$ cat config.mk
export PLATFORM = sky130hd
export DESIGN_NAME = lat_meter
export DESIGN_NICKNAME = d
export VERILOG_FILES = /design/src/rtl/llm_pkg.sv /design/src/rtl/llm_events.sv /design/src/rtl/llm_span_counter.sv /design/src/rtl/llm_judge.sv /design/src/rtl/lat_meter.sv
export SDC_FILE = /design/constraint.sdc
export NUM_CORES = 1
export LEC_CHECK = 0
export BUFFER_PORTS_ARGS = -buffer_cell sky130_fd_sc_hd__buf_2
export CORE_UTILIZATION = 28
export DETAILED_ROUTE_END_ITERATION = 10
export PLACE_DENSITY_LB_ADDON = 0.05
export SLEW_MARGIN = 5
export SYNTH_ARGS = -nofsm -noshare
export SYNTH_HDL_FRONTEND = slang
export SYNTH_SLANG_ARGS = --single-unit
$ cat constraint.sdc
create_clock -name clk -period 3.62 [get_ports clk]
set_clock_uncertainty 0.05 [all_clocks]
set_input_delay 0.543 -clock clk [delete_from_list [all_inputs] [get_ports clk]]
set_output_delay 0.543 -clock clk [all_outputs]
set_load 0.02 [all_outputs]
$ cat src/rtl/llm_pkg.sv
package llm_pkg;
  typedef enum logic [2:0] {
    ST_IDLE,
    ST_ARMED,
    ST_COUNT,
    ST_DONE,
    ST_TIMEOUT
  } meas_st_t;
endpackage

$ cat src/rtl/llm_events.sv
// Start-edge and stop-event detection for the latency meter.
module llm_events #(
  parameter int LANES    = 4,
  parameter int SAMPLE_W = 16
) (
  input  logic                      clk,
  input  logic                      rst,
  input  logic                      marker_i,
  input  logic                      rx_valid_i,
  input  logic [LANES*SAMPLE_W-1:0] samples_i,
  output logic                      start_o,
  output logic                      stop_o
);
  localparam int BUS_W = LANES * SAMPLE_W;

  logic             marker_q;
  logic [LANES-1:0] lane_lsb;

  always_ff @(posedge clk) begin
    if (rst) marker_q <= 1'b0;
    else     marker_q <= marker_i;
  end

  assign start_o = marker_i & ~marker_q;

  for (genvar g = 0; g < LANES; g++) begin : g_lane
    assign lane_lsb[g] = samples_i[g*SAMPLE_W];
  end

  assign stop_o = rx_valid_i & (|lane_lsb);

  // a stop is never flagged while the stream is invalid
  a_r4_stop_needs_valid: assert property (@(posedge clk) disable iff (rst)
    stop_o |-> rx_valid_i);
  // a start is a rising edge of the marker
  a_r2_start_is_edge: assert property (@(posedge clk) disable iff (rst)
    start_o |=> !start_o);

  initial begin
    if (BUS_W < 1) $error("bus width must be positive");
  end
endmodule

$ cat src/rtl/llm_span_counter.sv
// Measurement state machine with a saturating cycle counter.
module llm_span_counter
  import llm_pkg::*;
#(
  parameter int CNT_W = 16
) (
  input  logic             clk,
  input  logic             rst,
  input  logic             arm_i,
  input  logic             start_i,
  input  logic             stop_i,
  output logic [CNT_W-1:0] count_o,
  output logic             done_o,
  output logic             timeout_o,
  output logic             fin_o
);
  localparam logic [CNT_W-1:0] CNT_MAX  = {CNT_W{1'b1}};
  localparam logic [CNT_W-1:0] CNT_LAST = CNT_MAX - 1'b1;

  meas_st_t         st;
  logic [CNT_W-1:0] cnt;
  logic             fin_q;

  always_ff @(posedge clk) begin
    if (rst) begin
      st    <= ST_IDLE;
      cnt   <= '0;
      fin_q <= 1'b0;
    end else begin
      fin_q <= 1'b0;
      if (arm_i) begin
        st  <= ST_ARMED;
        cnt <= '0;
      end else begin
        unique case (st)
          ST_ARMED: begin
            if (start_i) begin
              st  <= ST_COUNT;
              cnt <= '0;
            end
          end
          ST_COUNT: begin
            if (stop_i) begin
              cnt   <= cnt + 1'b1;
              st    <= ST_DONE;
              fin_q <= 1'b1;
            end else if (cnt == CNT_LAST) begin
              cnt   <= CNT_MAX;
              st    <= ST_TIMEOUT;
              fin_q <= 1'b1;
            end else begin
              cnt <= cnt + 1'b1;
            end
          end
          default: ;
        endcase
      end
    end
  end

  assign count_o   = cnt;
  assign done_o    = (st == ST_DONE);
  assign timeout_o = (st == ST_TIMEOUT);
  assign fin_o     = fin_q;

  // result frozen while done and not re-armed
  a_r5_hold: assert property (@(posedge clk) disable iff (rst)
    (done_o && !arm_i) |=> ($stable(count_o) && done_o));
  // timeout only at the saturated value
  a_r6_saturated: assert property (@(posedge clk) disable iff (rst)
    timeout_o |-> (count_o == CNT_MAX));
  // arm clears the result
  a_r7_arm_clears: assert property (@(posedge clk) disable iff (rst)
    arm_i |=> (count_o == '0 && !done_o && !timeout_o));
  // done only rises after a detected stop event
  a_r3_done_from_stop: assert property (@(posedge clk) disable iff (rst)
    $rose(done_o) |-> $past(stop_i));
endmodule

$ cat src/rtl/llm_judge.sv
// Reference capture and drift verdict.
module llm_judge #(
  parameter int CNT_W = 16,
  parameter int TOL   = 2
) (
  input  logic             clk,
  input  logic             rst,
  input  logic             arm_i,
  input  logic             cap_ref_i,
  input  logic             fin_i,
  input  logic             timeout_i,
  input  logic [CNT_W-1:0] count_i,
  output logic             ref_valid_o,
  output logic             pass_o,
  output logic             fail_o
);
  localparam logic [CNT_W-1:0] TOL_V = CNT_W'(TOL);

  logic [CNT_W-1:0] ref_q;
  logic             ref_valid_q;
  logic             pending_q;
  logic             pass_q;
  logic             fail_q;
  logic [CNT_W-1:0] drift;

  assign drift = (count_i >= ref_q) ? (count_i - ref_q) : (ref_q - count_i);

  always_ff @(posedge clk) begin
    if (rst) begin
      ref_q       <= '0;
      ref_valid_q <= 1'b0;
      pending_q   <= 1'b0;
      pass_q      <= 1'b0;
      fail_q      <= 1'b0;
    end else begin
      if (arm_i) begin
        pass_q <= 1'b0;
        fail_q <= 1'b0;
      end else if (fin_i) begin
        if (timeout_i) begin
          if (ref_valid_q && !pending_q) fail_q <= 1'b1;
        end else if (pending_q) begin
          ref_q       <= count_i;
          ref_valid_q <= 1'b1;
          pending_q   <= 1'b0;
        end else if (ref_valid_q) begin
          pass_q <= (drift <= TOL_V);
          fail_q <= (drift >  TOL_V);
        end
      end
      if (cap_ref_i) pending_q <= 1'b1;
    end
  end

  assign ref_valid_o = ref_valid_q;
  assign pass_o      = pass_q;
  assign fail_o      = fail_q;

  // never both verdicts
  a_r9_one_verdict: assert property (@(posedge clk) disable iff (rst)
    $onehot0({pass_o, fail_o}));
  // arm clears verdicts
  a_r7_verdict_clear: assert property (@(posedge clk) disable iff (rst)
    arm_i |=> (!pass_o && !fail_o));
  // once a reference exists it stays
  a_r8_ref_sticky: assert property (@(posedge clk) disable iff (rst)
    ref_valid_o |=> ref_valid_o);
endmodule

$ cat src/rtl/lat_meter.sv
// Top: timestamp-based link latency meter.
module lat_meter #(
  parameter int LANES    = 4,
  parameter int SAMPLE_W = 16,
  parameter int CNT_W    = 16,
  parameter int TOL      = 2
) (
  input  logic                      clk,
  input  logic                      rst,
  input  logic                      arm_i,
  input  logic                      cap_ref_i,
  input  logic                      marker_i,
  input  logic                      rx_valid_i,
  input  logic [LANES*SAMPLE_W-1:0] samples_i,
  output logic [CNT_W-1:0]          count_o,
  output logic                      done_o,
  output logic                      timeout_o,
  output logic                      ref_valid_o,
  output logic                      pass_o,
  output logic                      fail_o
);
  logic start_w;
  logic stop_w;
  logic fin_w;

  llm_events #(.LANES(LANES), .SAMPLE_W(SAMPLE_W)) u_events (
    .clk        (clk),
    .rst        (rst),
    .marker_i   (marker_i),
    .rx_valid_i (rx_valid_i),
    .samples_i  (samples_i),
    .start_o    (start_w),
    .stop_o     (stop_w)
  );

  llm_span_counter #(.CNT_W(CNT_W)) u_counter (
    .clk       (clk),
    .rst       (rst),
    .arm_i     (arm_i),
    .start_i   (start_w),
    .stop_i    (stop_w),
    .count_o   (count_o),
    .done_o    (done_o),
    .timeout_o (timeout_o),
    .fin_o     (fin_w)
  );

  llm_judge #(.CNT_W(CNT_W), .TOL(TOL)) u_judge (
    .clk         (clk),
    .rst         (rst),
    .arm_i       (arm_i),
    .cap_ref_i   (cap_ref_i),
    .fin_i       (fin_w),
    .timeout_i   (timeout_o),
    .count_i     (count_o),
    .ref_valid_o (ref_valid_o),
    .pass_o      (pass_o),
    .fail_o      (fail_o)
  );

  // idle flags low right after reset
  a_r1_reset_quiet: assert property (@(posedge clk)
    $past(rst) |-> (!done_o && !timeout_o && !pass_o && !fail_o));
endmodule

Yosys cells after proc, flatten, opt, wreduce, memory -nomap -nowiden
Index checks and enable logic that the tools add are counted.

Register bits: 41. Bits of input ports: 70. Output and inout port bits: 21.

Add/sub/neg operators: 3. $lt $le $gt $ge: 3. Equality and inequality tests: 13. Mux-type cells: 20. Bitwise gates (word level): 7. Reductions and logical operators: 16.

Operators with widths (number): $mux W16 (4); $pmux W16 S2 (1); $sub A16 B16 Y16 (2); $add A16 B1 Y16 const B (1); $eq A16 B16 Y1 const B (1); $ge A16 B16 Y1 (1); $gt A16 B2 Y1 const B (1); $le A16 B2 Y1 const B (1); $reduce_and A4 Y1 (3); $mux W1 (11); $mux W3 (3); $reduce_and A3 Y1 (3); $eq A3 B2 Y1 const B (2); $ne A2 B2 Y1 const B (3); $pmux W3 S2 (1); $reduce_bool A2 Y1 (3); $not A1 Y1 (5); $ne A2 B1 Y1 const B (2); $ne A4 B3 Y1 const B (1); $reduce_or A4 Y1 (1); $eq A3 B1 Y1 const B (1); $eq A3 B3 Y1 const B (1); $ne A3 B2 Y1 const B (1); $ne A3 B3 Y1 const B (1); other kinds (7) (8).

Longest topological paths before layout
Gate-level depths: netlist of run 1.

Depth after elaboration: 6. Mapped depth: 14. Mapped depth without buffers: 13.

Cells and area by module
A second synthesis of run 1 with hierarchy kept.

Cell total of the unflattened synthesis: 516. Area total of the unflattened synthesis: 3771.1 sq um.

By module, submodules not included: llm_judge (times used 1, cells each 378, area each 2602.5 sq um, seq. area each 400.4 sq um); llm_span_counter (times used 1, cells each 134, area each 1124.8 sq um, seq. area each 400.4 sq um); llm_events (times used 1, cells each 4, area each 43.8 sq um, seq. area each 20.0 sq um).

Least setup slack after synthesis of run 1
Ideal clock, no wire load.

Path type: register -> register. From: register u_counter.cnt[1], in the netlist u_counter.count_o[1]. To: register u_judge.fail_q, in the netlist u_judge.fail_o. Arrival time: 3.104 ns. Required time: 3.442 ns. Slack: 0.337 ns. Stages on the path, launching flop included: 12. Buffers on the path: 0. Period minus slack after synthesis: 3.283 ns. Path through: dfxtp_1 inv_1 fa_1 a21o_1 a211o_1 o41ai_2 and3b_1 a2111oi_1 or4_1 a32oi_1 nand4b_1 nor3b_2.

Cells in the longest elaborated chain, start to end: 6. Elaborated cells on any way between the ends: 8. Those cells by class: 2 x add/sub; 2 x order compare; 4 x mux.

RTL lines: from (decl) (line llm_span_counter.sv:21) `logic [CNT_W-1:0] cnt;`; from (signal assigned) (line llm_span_counter.sv:44) `cnt <= cnt + 1'b1;`; from (signal assigned) (line llm_span_counter.sv:52) `cnt <= cnt + 1'b1;`; $sub A16 B16 Y16 or $ge A16 B16 Y1 (tied branches) (line llm_judge.sv:26) `assign drift = (count_i >= ref_q) ? (count_i - ref_q) : (ref_q - count_i);`; $mux W16 * (line llm_judge.sv:26); $gt A16 B2 Y1 * (line llm_judge.sv:48) `fail_q <= (drift > TOL_V);`; $mux W1 * (line llm_judge.sv:46) `end else if (ref_valid_q) begin`; $mux W1 * (line llm_judge.sv:42) `end else if (pending_q) begin`; $mux W1 * (line llm_judge.sv:40) `if (timeout_i) begin`; to (signal assigned) (line llm_judge.sv:48); to (decl) (line llm_judge.sv:23) `logic fail_q;`.

Mark *: on every way between the ends. The rest lies on a longest branch, timed or not. The select of a mux whose other input is x is not followed. A chain may end at the register's enable or synchronous reset.

Worst setup path in the final report of run 1
From: register u_counter.cnt[0], in the netlist u_counter.count_o[0]. To: register u_judge.fail_q, in the netlist u_judge.fail_o.

Same word-level chain as after synthesis.

==> metrics.json, run 1 <==
{
  "outcome": {"value": "finished clean"},
  "comb_power_share": {"value": 0.039},
  "clkTransAtPathRegs": {"value": 0.06, "unit": "ns"},
  "p_leak": {"value": 0.00179, "unit": "µW"},
  "element_type_at_the_critical_path_start": {"value": "register"},
  "holdWs": {"value": 0.425, "unit": "ns"},
  "start_util": {"value": 0.292},
  "setup_viol_count_final": {"value": 0},
  "grt_usage": {"value": 0.174},
  "syn_area": {"value": 0.00357, "unit": "mm²"},
  "antenna_found_initial": {"value": 0},
  "row_count": {"value": 40},
  "grt_first_pass_wirelength": {"value": 17900, "unit": "µm"},
  "die_h": {"value": 115, "unit": "µm"},
  "number_of_vias_after_detailed_routing": {"value": 3540},
  "synth_fp_nets": {"value": 586},
  "number_of_synthesized_register_bits": {"value": 41},
  "max-clock-path-buffers": {"value": 2},
  "yosys_warnings": {"value": 0},
  "finalCritPeriodShare": {"value": 0.952},
  "tritoncts_num_sinks": {"value": 41},
  "swShare": {"value": 0.215},
  "viasPerCell": {"value": 5.01},
  "cts-buffers-inserted": {"value": 5},
  "wirelength": {"value": 10900, "unit": "µm"},
  "drive_gt1_frac": {"value": 0.191},
  "critPathTopFamily": {"value": "simple AND/OR/NAND/NOR gates"},
  "pwr-share-clk": {"value": 0.489},
  "worst_skew_pair.late_latency": {"value": 0.28, "unit": "ns"},
  "cts_tree": {"value": "done"},
  "yosysUniqueCellTypes": {"value": 77},
  "internal_power": {"value": 759, "unit": "µW"},
  "irDropWorstVdd": {"value": 0.212, "unit": "mV"},
  "cp_max_fo": {"value": 4},
  "p_per_area": {"value": 222, "unit": "mW/mm²"},
  "ctsRootBufferMaster": {"value": "clkbuf_16"},
  "antenna_diodes": {"value": 0},
  "worst_min_path_class": {"value": "reg2reg"},
  "hold_viol": {"value": 0},
  "endpoint_kind": {"value": "register"},
  "postSynth.asyncResetShare": {"value": 0},
  "finalNetCount": {"value": 643},
  "critPathSlowestCell": {"value": "or4_4"},
  "routabilityCongestion": {"value": 0.763},
  "boundaryPins": {"value": 91},
  "synthCells": {"value": 481},
  "power.share.sequential": {"value": 0.472},
  "critical-path-top-cell-by-count": {"value": "inv_1"},
  "die_x": {"value": 115, "unit": "µm"},
  "timing.fmax": {"value": 0.290, "unit": "GHz"},
  "holdBufCountCts": {"value": 0},
  "die_area": {"value": 0.0132, "unit": "mm²"},
  "synth_top_flop_cell": {"value": "dfxtp_1"},
  "grt_setup_unrepaired": {"value": "no"},
  "maxSlewHeadroom": {"value": 0.500},
  "grt_start_max_net_pins": {"value": 33},
  "fp.coreArea": {"value": 0.0122, "unit": "mm²"},
  "critPathArrivalTime": {"value": 3.55, "unit": "ns"},
  "number_of_global_route_vias_before_repair": {"value": 3451},
  "dp_hpwl": {"value": 8610, "unit": "µm"},
  "drv_cap": {"value": 0},
  "report.final.slew_viol_count": {"value": 0},
  "numPortBuffers": {"value": 30},
  "antenna_left": {"value": 0},
  "critical_path.max_stage_delay": {"value": 0.56, "unit": "ns"},
  "critical_path.cell_chain": {"value": "inv_1 -> ha_2 -> inv_1 -> fa_1 -> a21o_1 -> o21ai_2 -> a2111oi_4 -> nand2b_4 -> or4_4 -> o221ai_2 -> o2111a_1 -> nand4b_1 -> nor3b_2"},
  "drt-wirelength-per-cell": {"value": 15.5, "unit": "µm"},
  "drc_errors": {"value": 0},
  "worst-slew-pin-transition": {"value": 0.748, "unit": "ns"},
  "count_of_flip_flops_with_a_built_in_enable_after_synthesis": {"value": 0},
  "critical_path_class": {"value": "reg2reg"},
  "post-route-min-period": {"value": 3.45, "unit": "ns"},
  "drt_iter0_markers": {"value": 162},
  "combined_buffer_and_inverter_count_along_the_critical_path": {"value": 2},
  "synthToLayoutAreaGrowth": {"value": 22.1, "unit": "%"},
  "timing.critical_path.required": {"value": 3.73, "unit": "ns"},
  "p_switching": {"value": 208, "unit": "µW"},
  "drt_pass1_iterations": {"value": 4},
  "ctsHtreeMaxLevel": {"value": 2},
  "tns": {"value": 0, "unit": "ns"},
  "grt_overflow": {"value": 0},
  "synth.yosys.seq_area_share": {"value": 0.230},
  "avgSynthCellArea": {"value": 7.42, "unit": "µm²"}
}
synthesized netlist by cell type, types with 5 or more instances:
library cell / instances / share of area
a21oi_1: 58 / 0.081
o21ai_0: 33 / 0.046
dfxtp_1: 41 / 0.23
xnor2_1: 10 / 0.025
a21o_1: 9 / 0.019
and3_1: 12 / 0.021
nand2b_1: 5 / 0.0088
nor3_1: 12 / 0.017
inv_1: 46 / 0.048
nand3_1: 15 / 0.021
nand2_1: 24 / 0.025
clkbuf_1: 15 / 0.016
a31oi_1: 8 / 0.014
xor2_1: 5 / 0.012
nor2_1: 61 / 0.064
a211oi_1: 5 / 0.011
ha_1: 33 / 0.12
worst reg2reg max path, cell delays in order (launching register included):
cell and delay [ns]:
dfxtp_2 0.35, inv_1 0.09, ha_2 0.20, inv_1 0.05
fa_1 0.40, a21o_1 0.25, o21ai_2 0.18, a2111oi_4 0.13
nand2b_4 0.19, or4_4 0.56, o221ai_2 0.20, o2111a_1 0.23
nand4b_1 0.22, nor3b_2 0.22
power by group through the flow:
stage                     Clock [µW]  Sequential [µW]  Combinational, µW
final                            473              456               38.2
after global placement             0              466               37.7
after global routing             508              456               43.5
after CTS                        490              456               37.8
after detailed placement           0              466               37.8
after floorplan                    0              466               23.1
cells by family after synthesis:
kind of cell             after synthesis  share of synthesized area
AO/OA/AOI/OAI                        151                      0.276
buffers and inverters                 69                     0.0800
AND/OR/NAND/NOR                      164                      0.232
multiplexers                           6                     0.0186
flip-flops                            41                      0.230
XOR/XNOR                              15                     0.0368
adder cells (fa/ha/maj)               35                      0.127
registers in the layout, indices dropped and copies added (netlist names):
signal	flops
u_counter.st	3
u_events.marker_q	1
u_counter.fin_o	1
u_judge.pending_q	1
u_counter.count_o	16
u_judge.fail_o	1
u_judge.pass_o	1
u_judge.ref_valid_o	1
u_judge.ref_q	16
through the flow:
step	cells	utilization	power (µW)	instance area [µm²]	worst slack (ns)
final	707	0.357	967	4360	0.175
after global routing	707	0.357	1010	4360	0.00598
after CTS	706	0.351	984	4290	0.0121
after detailed placement	698	0.338	504	4130	0.0280
after global placement	698	0.338	504	4130	0.0349
after floorplan	481	-	489	3570	0.337
metal layers:
metal | track usage | up-vias | part of all wire
met5 | 0 | - | 0
met4 | 0.0528 | 0 | 0.013
met3 | 0.0179 | 10 | 0.026
met2 | 0.281 | 63 | 0.45
met1 | 0.244 | 1645 | 0.51
li1 | - | 1822 | -
worst paths after layout:
kind	from	end	slack, ns	cells past startpoint
worst max-delay path	u_counter.count_o[0]	u_judge.fail_o	0.17	13
worst min-delay path	u_judge.pending_q	u_judge.pending_q	0.43	2
worst max register to register	u_counter.count_o[0]	u_judge.fail_o	0.17	13
worst min register to register	u_judge.pending_q	u_judge.pending_q	0.43	2
layout by cell type, fill, tap and decap left out, types with 3 or more instances in the layout:
cell type and instances:
buf_2 30, xor2_1 5, a21oi_1 58, ha_1 32
and2_1 4, nand2_1 24, mux2i_1 4, and3_1 12
nor2_1 61, a211oi_1 5, o21ai_0 32, xnor2_1 10
nand3_1 15, or4_1 3, a311oi_1 3, buf_4 43
inv_1 46, a31oi_1 8, dfxtp_1 39, nor2b_1 3
clkbuf_16 5, nor3_1 12, nand4_1 4, a21o_1 9
nand2b_1 4
layout make-up:
cell class	count	area (µm²)
clock buffers	7	153
clock inverters	1	5.00
repair buffers	73	473
well taps	168	210
multi-input cells	371	2520
flip-flops and latches	41	823
inverters	46	173
fillers	1328	7860
timing repair:
| item | 4_1_cts | 5_1_grt |
|---|---|---|
| resized for setup | 0 | 14 |
| setup endpoints to repair | 0 | 2 |
| setup buffers | 0 | 1 |
| hold endpoints to repair | 0 | 0 |
(Power assumes the default switching activity.)
==> run 2: changes to the inputs <==
CTS_BUF_LIST = sky130_fd_sc_hd__clkbuf_4 sky130_fd_sc_hd__clkbuf_8   (was unset)
==> run 2 against run 1 <==
  * Non-clock buffer count unchanged
  * Sequential share of layout area increased by 0.26 points
  * Clock-buffer cell count unchanged
  * Flip-flop and latch count unchanged
  * Routed wire length hardly changed
==> metrics.json, run 2 (synthesized netlist as in run 1, its figures left out) <==
{
  "outcome": {"value": "finished clean", "change": "unchanged"},
  "power.share.sequential": {"value": 0.548, "change": "was 0.472"},
  "drt_iter0_markers": {"value": 169, "change": "was 162"},
  "cts_tree": {"value": "done", "change": "unchanged"},
  "finalCritPeriodShare": {"value": 0.950, "change": "was 0.952"},
  "row_count": {"value": 40, "change": "unchanged"},
  "grt_start_max_net_pins": {"value": 33, "change": "unchanged"},
  "dp_hpwl": {"value": 8610, "unit": "µm", "change": "unchanged"},
  "endpoint_kind": {"value": "register", "change": "unchanged"},
  "die_area": {"value": 0.0132, "unit": "mm²", "change": "unchanged"},
  "drv_cap": {"value": 0, "change": "unchanged"},
  "start_util": {"value": 0.292, "change": "unchanged"},
  "grt_usage": {"value": 0.175, "change": "was 0.174"},
  "worst_min_path_class": {"value": "in2reg", "change": "was reg2reg"},
  "most_frequent_cells_in_the_layout": {"value": "nor2_1, a21oi_1, inv_1", "change": "unchanged"},
  "wirelength": {"value": 10900, "unit": "µm", "change": "about the same"},
  "placement.cell_area": {"value": 0.00413, "unit": "mm²", "change": "unchanged"},
  "worstRegToRegCells": {"value": 13, "change": "unchanged"},
  "whs_path_depth": {"value": 3, "change": "was 2"},
  "antenna_diodes": {"value": 0, "change": "unchanged"},
  "numPortBuffers": {"value": 30, "change": "unchanged"},
  "cp_max_fo": {"value": 4, "change": "unchanged"},
  "die_x": {"value": 115, "unit": "µm", "change": "unchanged"},
  "clkTransAtPathRegs": {"value": 0.08, "unit": "ns", "change": "was 0.06 ns"},
  "post-place-ws": {"value": 0.0280, "unit": "ns", "change": "unchanged"},
  "max-clock-path-buffers": {"value": 2, "change": "unchanged"},
  "hold_viol": {"value": 0, "change": "unchanged"},
  "worst_skew_pair.late_latency": {"value": 0.30, "unit": "ns", "change": "was 0.28 ns"},
  "drc_errors": {"value": 0, "change": "unchanged"},
  "routabilityCongestion": {"value": 0.763, "change": "unchanged"},
  "pwr-share-clk": {"value": 0.407, "change": "was 0.489"},
  "swShare": {"value": 0.232, "change": "was 0.215"},
  "post-route-min-period": {"value": 3.44, "unit": "ns", "change": "was 3.45 ns"},
  "cts-buffers-inserted": {"value": 5, "change": "unchanged"},
  "synthToLayoutAreaGrowth": {"value": 20.7, "unit": "%", "change": "was 22.1%"},
  "critical_path_class": {"value": "reg2reg", "change": "unchanged"},
  "maxSlewHeadroom": {"value": 0.487, "change": "was 0.500"},
  "timing.critical_path.required": {"value": 3.75, "unit": "ns", "change": "was 3.73 ns"},
  "tritoncts_num_sinks": {"value": 41, "change": "unchanged"},
  "layoutNonFillerInstCount": {"value": 707, "change": "unchanged"},
  "setup_viol_count_final": {"value": 0, "change": "unchanged"},
  "layout_commonest_cell": {"value": "nor2_1", "change": "unchanged"},
  "holdBufCountCts": {"value": 0, "change": "unchanged"},
  "p_switching": {"value": 192, "unit": "µW", "change": "was 208 µW"},
  "grt_first_pass_wirelength": {"value": 17900, "unit": "µm", "change": "about the same"},
  "fp.coreArea": {"value": 0.0122, "unit": "mm²", "change": "unchanged"},
  "drt-wirelength-per-cell": {"value": 15.5, "unit": "µm", "change": "about the same"},
  "worst-slew-pin-transition": {"value": 0.767, "unit": "ns", "change": "was 0.748 ns"},
  "boundaryPins": {"value": 91, "change": "unchanged"},
  "grt_overflow": {"value": 0, "change": "unchanged"},
  "placed_cells_incl_taps": {"value": 698, "change": "unchanged"},
  "viasPerCell": {"value": 5.01, "change": "unchanged"},
  "critPathArrivalTime": {"value": 3.57, "unit": "ns", "change": "was 3.55 ns"},
  "p_leak": {"value": 0.00177, "unit": "µW", "change": "was 0.00179 µW"},
  "internal_power": {"value": 639, "unit": "µW", "change": "was 759 µW"},
  "ctsRootBufferMaster": {"value": "clkbuf_8", "change": "was clkbuf_16"},
  "p_per_area": {"value": 193, "unit": "mW/mm²", "change": "was 222 mW/mm²"},
  "element_type_at_the_critical_path_start": {"value": "register", "change": "unchanged"},
  "post-route-worst-setup-slack": {"value": 0.182, "unit": "ns", "change": "was 0.175 ns"},
  "ctsHtreeMaxLevel": {"value": 2, "change": "unchanged"},
  "antenna_found_initial": {"value": 0, "change": "unchanged"},
  "die_h": {"value": 115, "unit": "µm", "change": "unchanged"},
  "timing.fmax": {"value": 0.291, "unit": "GHz", "change": "was 0.290 GHz"},
  "number_of_global_route_vias_before_repair": {"value": 3450, "change": "was 3451"},
  "tns": {"value": 0, "unit": "ns", "change": "unchanged"},
  "drt_pass1_iterations": {"value": 4, "change": "unchanged"},
  "antenna_left": {"value": 0, "change": "unchanged"},
  "report.final.slew_viol_count": {"value": 0, "change": "unchanged"},
  "comb_power_share": {"value": 0.046, "change": "was 0.039"},
  "grt_setup_unrepaired": {"value": "no", "change": "unchanged"},
  "irDropWorstVdd": {"value": 0.170, "unit": "mV", "change": "was 0.212 mV"},
  "finalNetCount": {"value": 643, "change": "unchanged"},
  "number_of_vias_after_detailed_routing": {"value": 3540, "change": "unchanged"},
  "drive_gt1_frac": {"value": 0.195, "change": "was 0.191"},
  "final_design_area_no_fill": {"value": 0.00430, "unit": "mm²", "change": "was 0.00436 mm²"}
}
==> run 2: area by class of cell <==
class / instances / area, µm²
clock buffer: 7 / 96.3
inverter: 46 / 173
clock inverter: 1 / 5.00
sequential: 41 / 825
tap: 168 / 210
multi-input combinational: 371 / 2520
timing repair buffer: 73 / 473
fill: 1340 / 7910
==> run 2: what timing repair did <==
item | CTS | global route
gates resized for setup | 0 | 16
endpoints found under the setup margin | 0 | 2
setup buffers | 0 | 1
==> run 2: critical path, cell delays in order, from the launching register on <==
cell and delay (ns):
dfxtp_2 0.35, inv_1 0.09, ha_2 0.20, inv_1 0.05, fa_1 0.40, a21o_1 0.25
o21ai_2 0.18, a2111oi_4 0.13, nand2b_4 0.19, or4_4 0.56, o221ai_2 0.20, o2111a_1 0.23
nand4b_1 0.22, nor3b_2 0.22
==> run 2: final timing paths <==
path / endpoint / slack (ns) / startpoint
worst max register to register: u_judge.fail_o / 0.18 / u_counter.count_o[0]
worst max-delay path: u_judge.fail_o / 0.18 / u_counter.count_o[0]
worst min register to register: u_judge.pending_q / 0.43 / u_judge.pending_q
worst min-delay path: u_judge.pending_q / 0.42 / cap_ref_i
==> run 2: power groups by stage <==
stage	Clock, µW	Sequential (µW)	Combinational [µW]
after CTS	356	455	37.8
after detailed placement	0	466	37.8
final	338	455	38.1
after global placement	0	466	37.7
after global routing	374	456	43.5
after floorplan	0	466	23.1
==> run 2: layer usage <==
metal	track usage	part of all wire	vias to the layer above
li1	-	-	1825
met1	0.244	0.51	1631
met2	0.281	0.45	74
met3	0.0179	0.034	10
met4	0.0554	0.014	0
met5	0	0	-
==> run 2: through the flow <==
stage	utilization	hold slack (ns)	power [µW]
2_1_floorplan	-	0.404	489
5_1_grt	0.352	0.408	873
6_report	0.352	0.419	831
4_1_cts	0.347	0.403	849
3_5_place_dp	0.338	0.419	504
3_3_place_gp	0.338	0.416	504
